$ cat config.mk
export PLATFORM = sky130hd
export DESIGN_NAME = acc_unit
export DESIGN_NICKNAME = d
export VERILOG_FILES = /design/src/rtl/acc_pkg.sv /design/src/rtl/acc_shift.sv /design/src/rtl/acc_bcd_adj.sv /design/src/rtl/acc_cond_test.sv /design/src/rtl/acc_unit.sv
export SDC_FILE = /design/constraint.sdc
export NUM_CORES = 1
export LEC_CHECK = 0
export BUFFER_PORTS_ARGS = -buffer_cell sky130_fd_sc_hd__buf_2
export CAP_MARGIN = 20
export CORE_ASPECT_RATIO = 1.2
export CORE_UTILIZATION = 50
export CTS_CLUSTER_SIZE = 14
export DETAILED_ROUTE_END_ITERATION = 8
export GPL_TIMING_DRIVEN = 1
export PLACE_DENSITY = 0.7
export SYNTH_ARGS = -nofsm -noshare
export SYNTH_HDL_FRONTEND = slang
export SYNTH_HIERARCHICAL = 1
export SYNTH_SLANG_ARGS = --single-unit
$ cat constraint.sdc
create_clock -name clk -period 3.56 [get_ports clk]
set_input_delay 0.356 -clock clk [delete_from_list [all_inputs] [get_ports clk]]
set_output_delay 0.356 -clock clk [all_outputs]
set_load 0.01 [all_outputs]
$ cat src/rtl/acc_pkg.sv
package acc_pkg;
  typedef enum logic [3:0] {
    OP_NOP  = 4'd0,
    OP_CLR  = 4'd1,
    OP_INC  = 4'd2,
    OP_DEC  = 4'd3,
    OP_RRC  = 4'd4,
    OP_RLC  = 4'd5,
    OP_SWAP = 4'd6,
    OP_DCOR = 4'd7,
    OP_SC   = 4'd8,
    OP_RC   = 4'd9,
    OP_IFC  = 4'd10,
    OP_IFNC = 4'd11
  } acc_op_e;
endpackage

$ cat src/rtl/acc_shift.sv
module acc_shift
  import acc_pkg::*;
#(
  parameter int ACC_W = 8
) (
  input  acc_op_e          op,
  input  logic [ACC_W-1:0] a,
  input  logic             c,
  input  logic             h,
  output logic [ACC_W-1:0] a_n,
  output logic             c_n,
  output logic             h_n
);
  localparam int HALF = ACC_W / 2;

  always_comb begin
    a_n = a;
    c_n = c;
    h_n = h;
    unique case (op)
      OP_RRC: begin
        a_n = {c, a[ACC_W-1:1]};
        c_n = a[0];
      end
      OP_RLC: begin
        a_n = {a[ACC_W-2:0], c};
        c_n = a[ACC_W-1];
        h_n = a[0];
      end
      OP_SWAP: a_n = {a[HALF-1:0], a[ACC_W-1:HALF]};
      default: ;
    endcase
  end
endmodule

$ cat src/rtl/acc_bcd_adj.sv
module acc_bcd_adj #(
  parameter int ACC_W = 8
) (
  input  logic [ACC_W-1:0] a,
  input  logic             c,
  input  logic             h,
  input  logic             sub,
  output logic [ACC_W-1:0] a_n,
  output logic             c_n
);
  localparam int NIB_W = ACC_W / 2;
  localparam logic [NIB_W-1:0] SIX  = NIB_W'(6);
  localparam logic [NIB_W-1:0] NINE = NIB_W'(9);
  localparam logic [NIB_W-1:0] ZERO = '0;

  logic [NIB_W-1:0] lo, hi;
  logic lo_big, hi_big, lo_fix, hi_fix;
  logic [ACC_W-1:0] corr_add, corr_sub;

  always_comb begin
    lo       = a[NIB_W-1:0];
    hi       = a[ACC_W-1:NIB_W];
    lo_big   = lo > NINE;
    hi_big   = (hi > NINE) || ((hi == NINE) && lo_big);
    lo_fix   = h | lo_big;
    hi_fix   = c | hi_big;
    corr_add = {hi_fix ? SIX : ZERO, lo_fix ? SIX : ZERO};
    corr_sub = {c ? ZERO : SIX, h ? ZERO : SIX};
    a_n      = sub ? (a - corr_sub) : (a + corr_add);
    c_n      = sub ? c : hi_fix;
  end
endmodule

$ cat src/rtl/acc_cond_test.sv
module acc_cond_test
  import acc_pkg::*;
(
  input  logic    op_valid,
  input  acc_op_e op,
  input  logic    c,
  output logic    skip_n
);
  always_comb begin
    skip_n = 1'b0;
    if (op_valid) begin
      if (op == OP_IFC)  skip_n = ~c;
      if (op == OP_IFNC) skip_n = c;
    end
  end
endmodule

$ cat src/rtl/acc_unit.sv
module acc_unit
  import acc_pkg::*;
#(
  parameter int ACC_W = 8
) (
  input  logic             clk,
  input  logic             rst,
  input  logic             op_valid,
  input  logic [3:0]       op_code,
  input  logic             prev_sub,
  output logic [ACC_W-1:0] acc_q,
  output logic             carry_q,
  output logic             hcarry_q,
  output logic             skip_q
);
  localparam logic [ACC_W-1:0] ONE = ACC_W'(1);

  acc_op_e          op;
  logic [ACC_W-1:0] sh_a, bcd_a;
  logic             sh_c, sh_h, bcd_c, skip_n;

  assign op = acc_op_e'(op_code);

  acc_shift #(.ACC_W(ACC_W)) u_shift (
    .op(op), .a(acc_q), .c(carry_q), .h(hcarry_q),
    .a_n(sh_a), .c_n(sh_c), .h_n(sh_h)
  );

  acc_bcd_adj #(.ACC_W(ACC_W)) u_bcd (
    .a(acc_q), .c(carry_q), .h(hcarry_q), .sub(prev_sub),
    .a_n(bcd_a), .c_n(bcd_c)
  );

  acc_cond_test u_cond (
    .op_valid(op_valid), .op(op), .c(carry_q), .skip_n(skip_n)
  );

  always_ff @(posedge clk) begin
    if (rst) begin
      acc_q    <= '0;
      carry_q  <= 1'b0;
      hcarry_q <= 1'b0;
      skip_q   <= 1'b0;
    end else begin
      skip_q <= skip_n;
      if (op_valid) begin
        case (op)
          OP_CLR: acc_q <= '0;
          OP_INC: acc_q <= acc_q + ONE;
          OP_DEC: acc_q <= acc_q - ONE;
          OP_RRC, OP_RLC, OP_SWAP: begin
            acc_q    <= sh_a;
            carry_q  <= sh_c;
            hcarry_q <= sh_h;
          end
          OP_DCOR: begin
            acc_q   <= bcd_a;
            carry_q <= bcd_c;
          end
          OP_SC: begin
            carry_q  <= 1'b1;
            hcarry_q <= 1'b1;
          end
          OP_RC: begin
            carry_q  <= 1'b0;
            hcarry_q <= 1'b0;
          end
          default: ;
        endcase
      end
    end
  end
endmodule

# Word level (Yosys, flattened, before mapping)
# Cells that the tools add are included.
# W data, S select, Z words.
# op_classes
addsub	4
magnitude_cmp	2
n_eq_ne	16
muxes	14
bitwise_logic	4
reduce_logical	10
# op_table
op	count
$pmux W8 S5	1
$pmux W8 S3	1
$eq A4 B4 Y1 const B	5
$eq A4 B3 Y1 const B	4
$mux W3	4
$add A8 B1 Y8 const B	1
$add A8 B8 Y8	1
$eq A4 B2 Y1 const B	2
$gt A4 B4 Y1 const B	2
$mux W8	1
$sub A8 B1 Y8 const B	1
$sub A8 B8 Y8	1
$reduce_and A3 Y1	2
$reduce_bool A5 Y1	1
$eq A4 B1 Y1 const B	1
$mux W1	4
$ne A4 B1 Y1 const B	1
$pmux W1 S4	1
$reduce_and A4 Y1	1
$reduce_bool A4 Y1	1
$ne A3 B1 Y1 const B	1
$pmux W1 S3	1
$reduce_bool A3 Y1	1
$reduce_or A3 Y1	1
other kinds (8)	10
# word_totals
ff_bits	11
in_bits	8
out_inout_bits	11

# Longest topological paths before layout
# depth
word_depth	8
mapped_depth	13
ltp_nobuf	13

# Hierarchy
# Netlist, hierarchy kept.
# modules_own_cells
mod	n_inst	cells_per_inst	area_per_inst_um2
acc_unit	1	124	918.4
acc_shift	1	56	445.4
acc_bcd_adj	1	54	402.9
acc_cond_test	1	3	21.3

# Worst setup path after synthesis
# No wires, ideal clock.
# synth_path
path_kind	reg-to-reg
start	register acc_q[2]
end	register acc_q[6]
setup_ns	0.077
arrival_ns	2.729
required_ns	3.483
setup_slack_ns	0.754
path_stages_with_launch	13
n_path_buf	0
path_cell_list	dfxtp_1 o21a_1 a211o_1 a21oi_1 ha_1 mux2_2 ha_1 or4b_1 nand3_1 nand3_1 a21oi_1 a21oi_1 o22ai_1
# synth_via
elab_chain_len	8
word_cells_on_any_way	14
cone_classes	add/sub (4); order compare (1); mux (5); bitwise (2); reduce/logical (2)
# synth_rtl
item	line_no	rtl
from (decl)	acc_unit.sv:11	output logic [ACC_W-1:0] acc_q,
from (signal assigned)	acc_unit.sv:49	OP_INC: acc_q <= acc_q + ONE;
from (signal assigned)	acc_unit.sv:50	OP_DEC: acc_q <= acc_q - ONE;
$gt A4 B4 Y1	acc_bcd_adj.sv:23	lo_big = lo > NINE;
$logic_and A1 B1 Y1	acc_bcd_adj.sv:24	hi_big = (hi > NINE) || ((hi == NINE) && lo_big);
$logic_or A1 B1 Y1	acc_bcd_adj.sv:24	
$or A1 B1 Y1	acc_bcd_adj.sv:26	hi_fix = c | hi_big;
$mux W3	acc_bcd_adj.sv:27	corr_add = {hi_fix ? SIX : ZERO, lo_fix ? SIX : ZERO};
$add A8 B8 Y8	acc_bcd_adj.sv:29	a_n = sub ? (a - corr_sub) : (a + corr_add);
$mux W8 (*)	acc_bcd_adj.sv:29	
net bcd_a[6]	acc_unit.sv:19	logic [ACC_W-1:0] sh_a, bcd_a;
$pmux W8 S5 (*)	acc_unit.sv:47	case (op)
# The timed path passes the listed nets; every way through them passes the cells marked *.
# A chain may end at the register's enable or synchronous reset.

# Worst setup path in the final report
# Same ends and word-level chain as after synthesis.

==> flow_metrics.py <==
metrics = {
    "finish": {
        "final_area_mm2": 0.00192,
        "finalNonFillerCells": 287,
        "area_growth_pct": 7.63,
        "final_nets": 270,
        "final_cell_mix": "nand2_1 (20), nor2_1 (19), buf_2 (18)",
        "final_common_cell": "nand2_1",
        "fillers": 320,
        "antennaDiodeCount": 0,
        "fin_util": 0.572,
        "multi_input_area_mm2": 0.00142,
        "drive_above_1_share": 0.164,
        "regArea_um2": 220,
    },
    "yosys": {
        "synthesis.nets": 256,
        "synthArstFlopShare": 0,
        "synth_seq_cells": 11,
        "synth_seq_area_share": 0.123,
        "yosys_warnings": 6,
        "syn_area_mm2": 0.00179,
        "ys.flop_type": "dfxtp_1",
        "synth_edf_count": 0,
        "synthCells": 237,
        "yosysUniqueCellTypes": 60,
        "syn_avg_cell_area_um2": 7.54,
    },
    "global_routing": {
        "first_global_vias": 1521,
        "grt_overflow_total": 0,
        "grt_pass1_wl_um": 7470,
        "antenna_found_initial": 0,
        "grt_max_degree": 31,
        "grtUsageTotal": 0.247,
    },
    "placement": {
        "place_inst": 283,
        "place_area_mm2": 0.00188,
        "gp_congestion": 0.840,
        "io_buffers": 18,
        "dp_hpwl_um": 3240,
        "place_ws_ns": 0.722,
    },
    "flow_run": {
        "maxCapViolCount": 0,
    },
    "sta": {
        "clock_skew_ns": 0.00136,
        "worst_slew_pin_slew_ns": 0.577,
        "fmaxAchievable_ghz": 0.351,
        "fin_crit_sh": 0.799,
        "fin_ws_ns": 0.715,
        "finalHoldViolCount": 0,
        "finalMaxSlewViolations": 0,
        "setup-tns-final_ns": 0,
        "setup_violations": 0,
        "period_needed_ns": 2.85,
        "rsz0062_at_grt": "false",
        "maxSlewHeadroom": 0.614,
        "whs_ns": 0.459,
    },
    "pwr": {
        "ir_drop_mv": 0.184,
        "powerDensity_mw_per_mm2": 224,
        "power_leakage_nw": 0.815,
        "p_total_mw": 0.431,
    },
    "clocking": {
        "ctsHoldBuffers": 0,
        "clock-root-buffer": "clkbuf_8",
        "cts_tree": "done",
        "clk_latency_ns": 0.24,
        "cts_buffers": 3,
        "htree_levels": 1,
        "clockBufferDepth": 2,
        "clk_pin_slew_ns": 0.05,
        "cts_resized": 0,
        "clock-sinks": 11,
        "cts_setup_buffers": 0,
    },
    "worst_setup_path": {
        "cp.required_ns": 3.72,
        "crit_fanout": 4,
        "cp.arrival_ns": 3.01,
        "reg2reg_slack_ns": 0.71,
        "start_kind": "flip-flop",
        "critPathCaptureType": "flip-flop",
        "critical_path_class": "flip-flop to flip-flop",
    },
    "routing": {
        "routed_wirelength_um": 4530,
        "vias": 1817,
        "wl_met1_um": 2110,
        "maxUsedRoutingLayer": "met4",
        "drc": 0,
        "met2RoutedLength_um": 2220,
        "wl_met3_um": 192,
        "avgViaCountPerCell": 6.33,
        "dr.pass1.iters": 5,
        "drt-initial-drc-count": 125,
        "wl_per_cell_um": 15.8,
        "drt.antenna.violating_nets": 0,
    },
    "floorplanning": {
        "start_util": 0.531,
        "coreArea_mm2": 0.00337,
        "row_count": 23,
        "die_w_um": 56.6,
        "die-area_mm2": 0.00382,
        "pin_count": 19,
        "fp.dieH_um": 67.5,
    },
    "outcome": {
        "outcome": "completed",
    },
    "hold_path": {
        "min_path_type": "input pin to flip-flop",
    },
}
-- Yosys cell counts, types with 3 or more instances --
| cell type | n | area (um^2) |
|---|---|---|
| clkbuf_1 | 7 | 26.3 |
| mux2i_1 | 15 | 150 |
| nand3b_1 | 3 | 22.5 |
| nor2b_1 | 6 | 37.5 |
| inv_1 | 13 | 48.8 |
| o31ai_1 | 3 | 22.5 |
| buf_2 | 3 | 15.0 |
| ha_1 | 11 | 138 |
| a22oi_1 | 4 | 30.0 |
| o21a_1 | 4 | 30.0 |
| buf_6 | 3 | 33.8 |
| a22o_1 | 3 | 26.3 |
| buf_4 | 3 | 22.5 |
| nor2_1 | 19 | 71.3 |
| dfxtp_1 | 11 | 220 |
| nand3_1 | 9 | 45.0 |
| nand2_1 | 20 | 75.1 |
| o21ai_0 | 11 | 55.1 |
| nand2b_1 | 7 | 43.8 |
| or3_1 | 6 | 37.5 |
| o22ai_1 | 4 | 25.0 |
| xnor2_1 | 8 | 70.1 |
| a21oi_1 | 13 | 65.1 |
| nor3_1 | 5 | 25.0 |
-- power breakdown --
group / switching (mW) / leakage [nW] / internal, mW
registers: 0.00635 / 0.0891 / 0.127
logic: 0.0958 / 0.703 / 0.0729
clock network: 0.0502 / 0.0228 / 0.0789
total: 0.152 / 0.815 / 0.279
-- kinds of logic (layout without fill, tap and decap cells) --
family / Yosys count / after routing / synth area share
XOR/XNOR: 10 / 10 / 0.0490
buffers and inverters: 29 / 42 / 0.0819
AO/OA/AOI/OAI: 67 / 67 / 0.276
multiplexers: 18 / 18 / 0.105
flip-flops: 11 / 11 / 0.123
adder cells (fa/ha/maj): 11 / 11 / 0.0770
AND/OR/NAND/NOR: 91 / 91 / 0.288
-- state kept, by name, summed over array words and instances (netlist names) --
register / cells
acc_q: 8
hcarry_q: 1
carry_q: 1
skip_q: 1
-- worst max-delay path: stages, from the launching register on --
cell and delay (ns):
dfxtp_1 0.31, o21a_1 0.19, a211o_1 0.30, a21oi_1 0.21, ha_1 0.26, mux2_2 0.26, ha_1 0.22, or4b_1 0.53
nand3_1 0.10, nand3_1 0.07, a21oi_1 0.15, a21oi_1 0.05, o22ai_1 0.11
-- worst paths after layout --
check / cells after the start / from / end
setup / recovery: 12 / acc_q[2] / acc_q[6]
hold / removal: 2 / rst / carry_q
hold reg to reg: 2 / hcarry_q / hcarry_q
setup reg to reg: 12 / acc_q[2] / acc_q[6]
-- cell type report --
| type | count | area share |
|---|---|---|
| Clock buffer | 4 | 0.0234 |
| Tap cell | 37 | 0.0241 |
| Multi-Input combinational cell | 197 | 0.739 |
| Inverter | 13 | 0.0254 |
| Sequential cell | 11 | 0.114 |
| Timing Repair Buffer | 25 | 0.0741 |
-- metal layers --
layer,vias to the layer above,GRT usage
met5,-,0
met4,0,0.0671
met3,2,0.0192
met2,51,0.421
met1,858,0.336
li1,906,-
No activity file was read; power rests on OpenSTA's default activity.
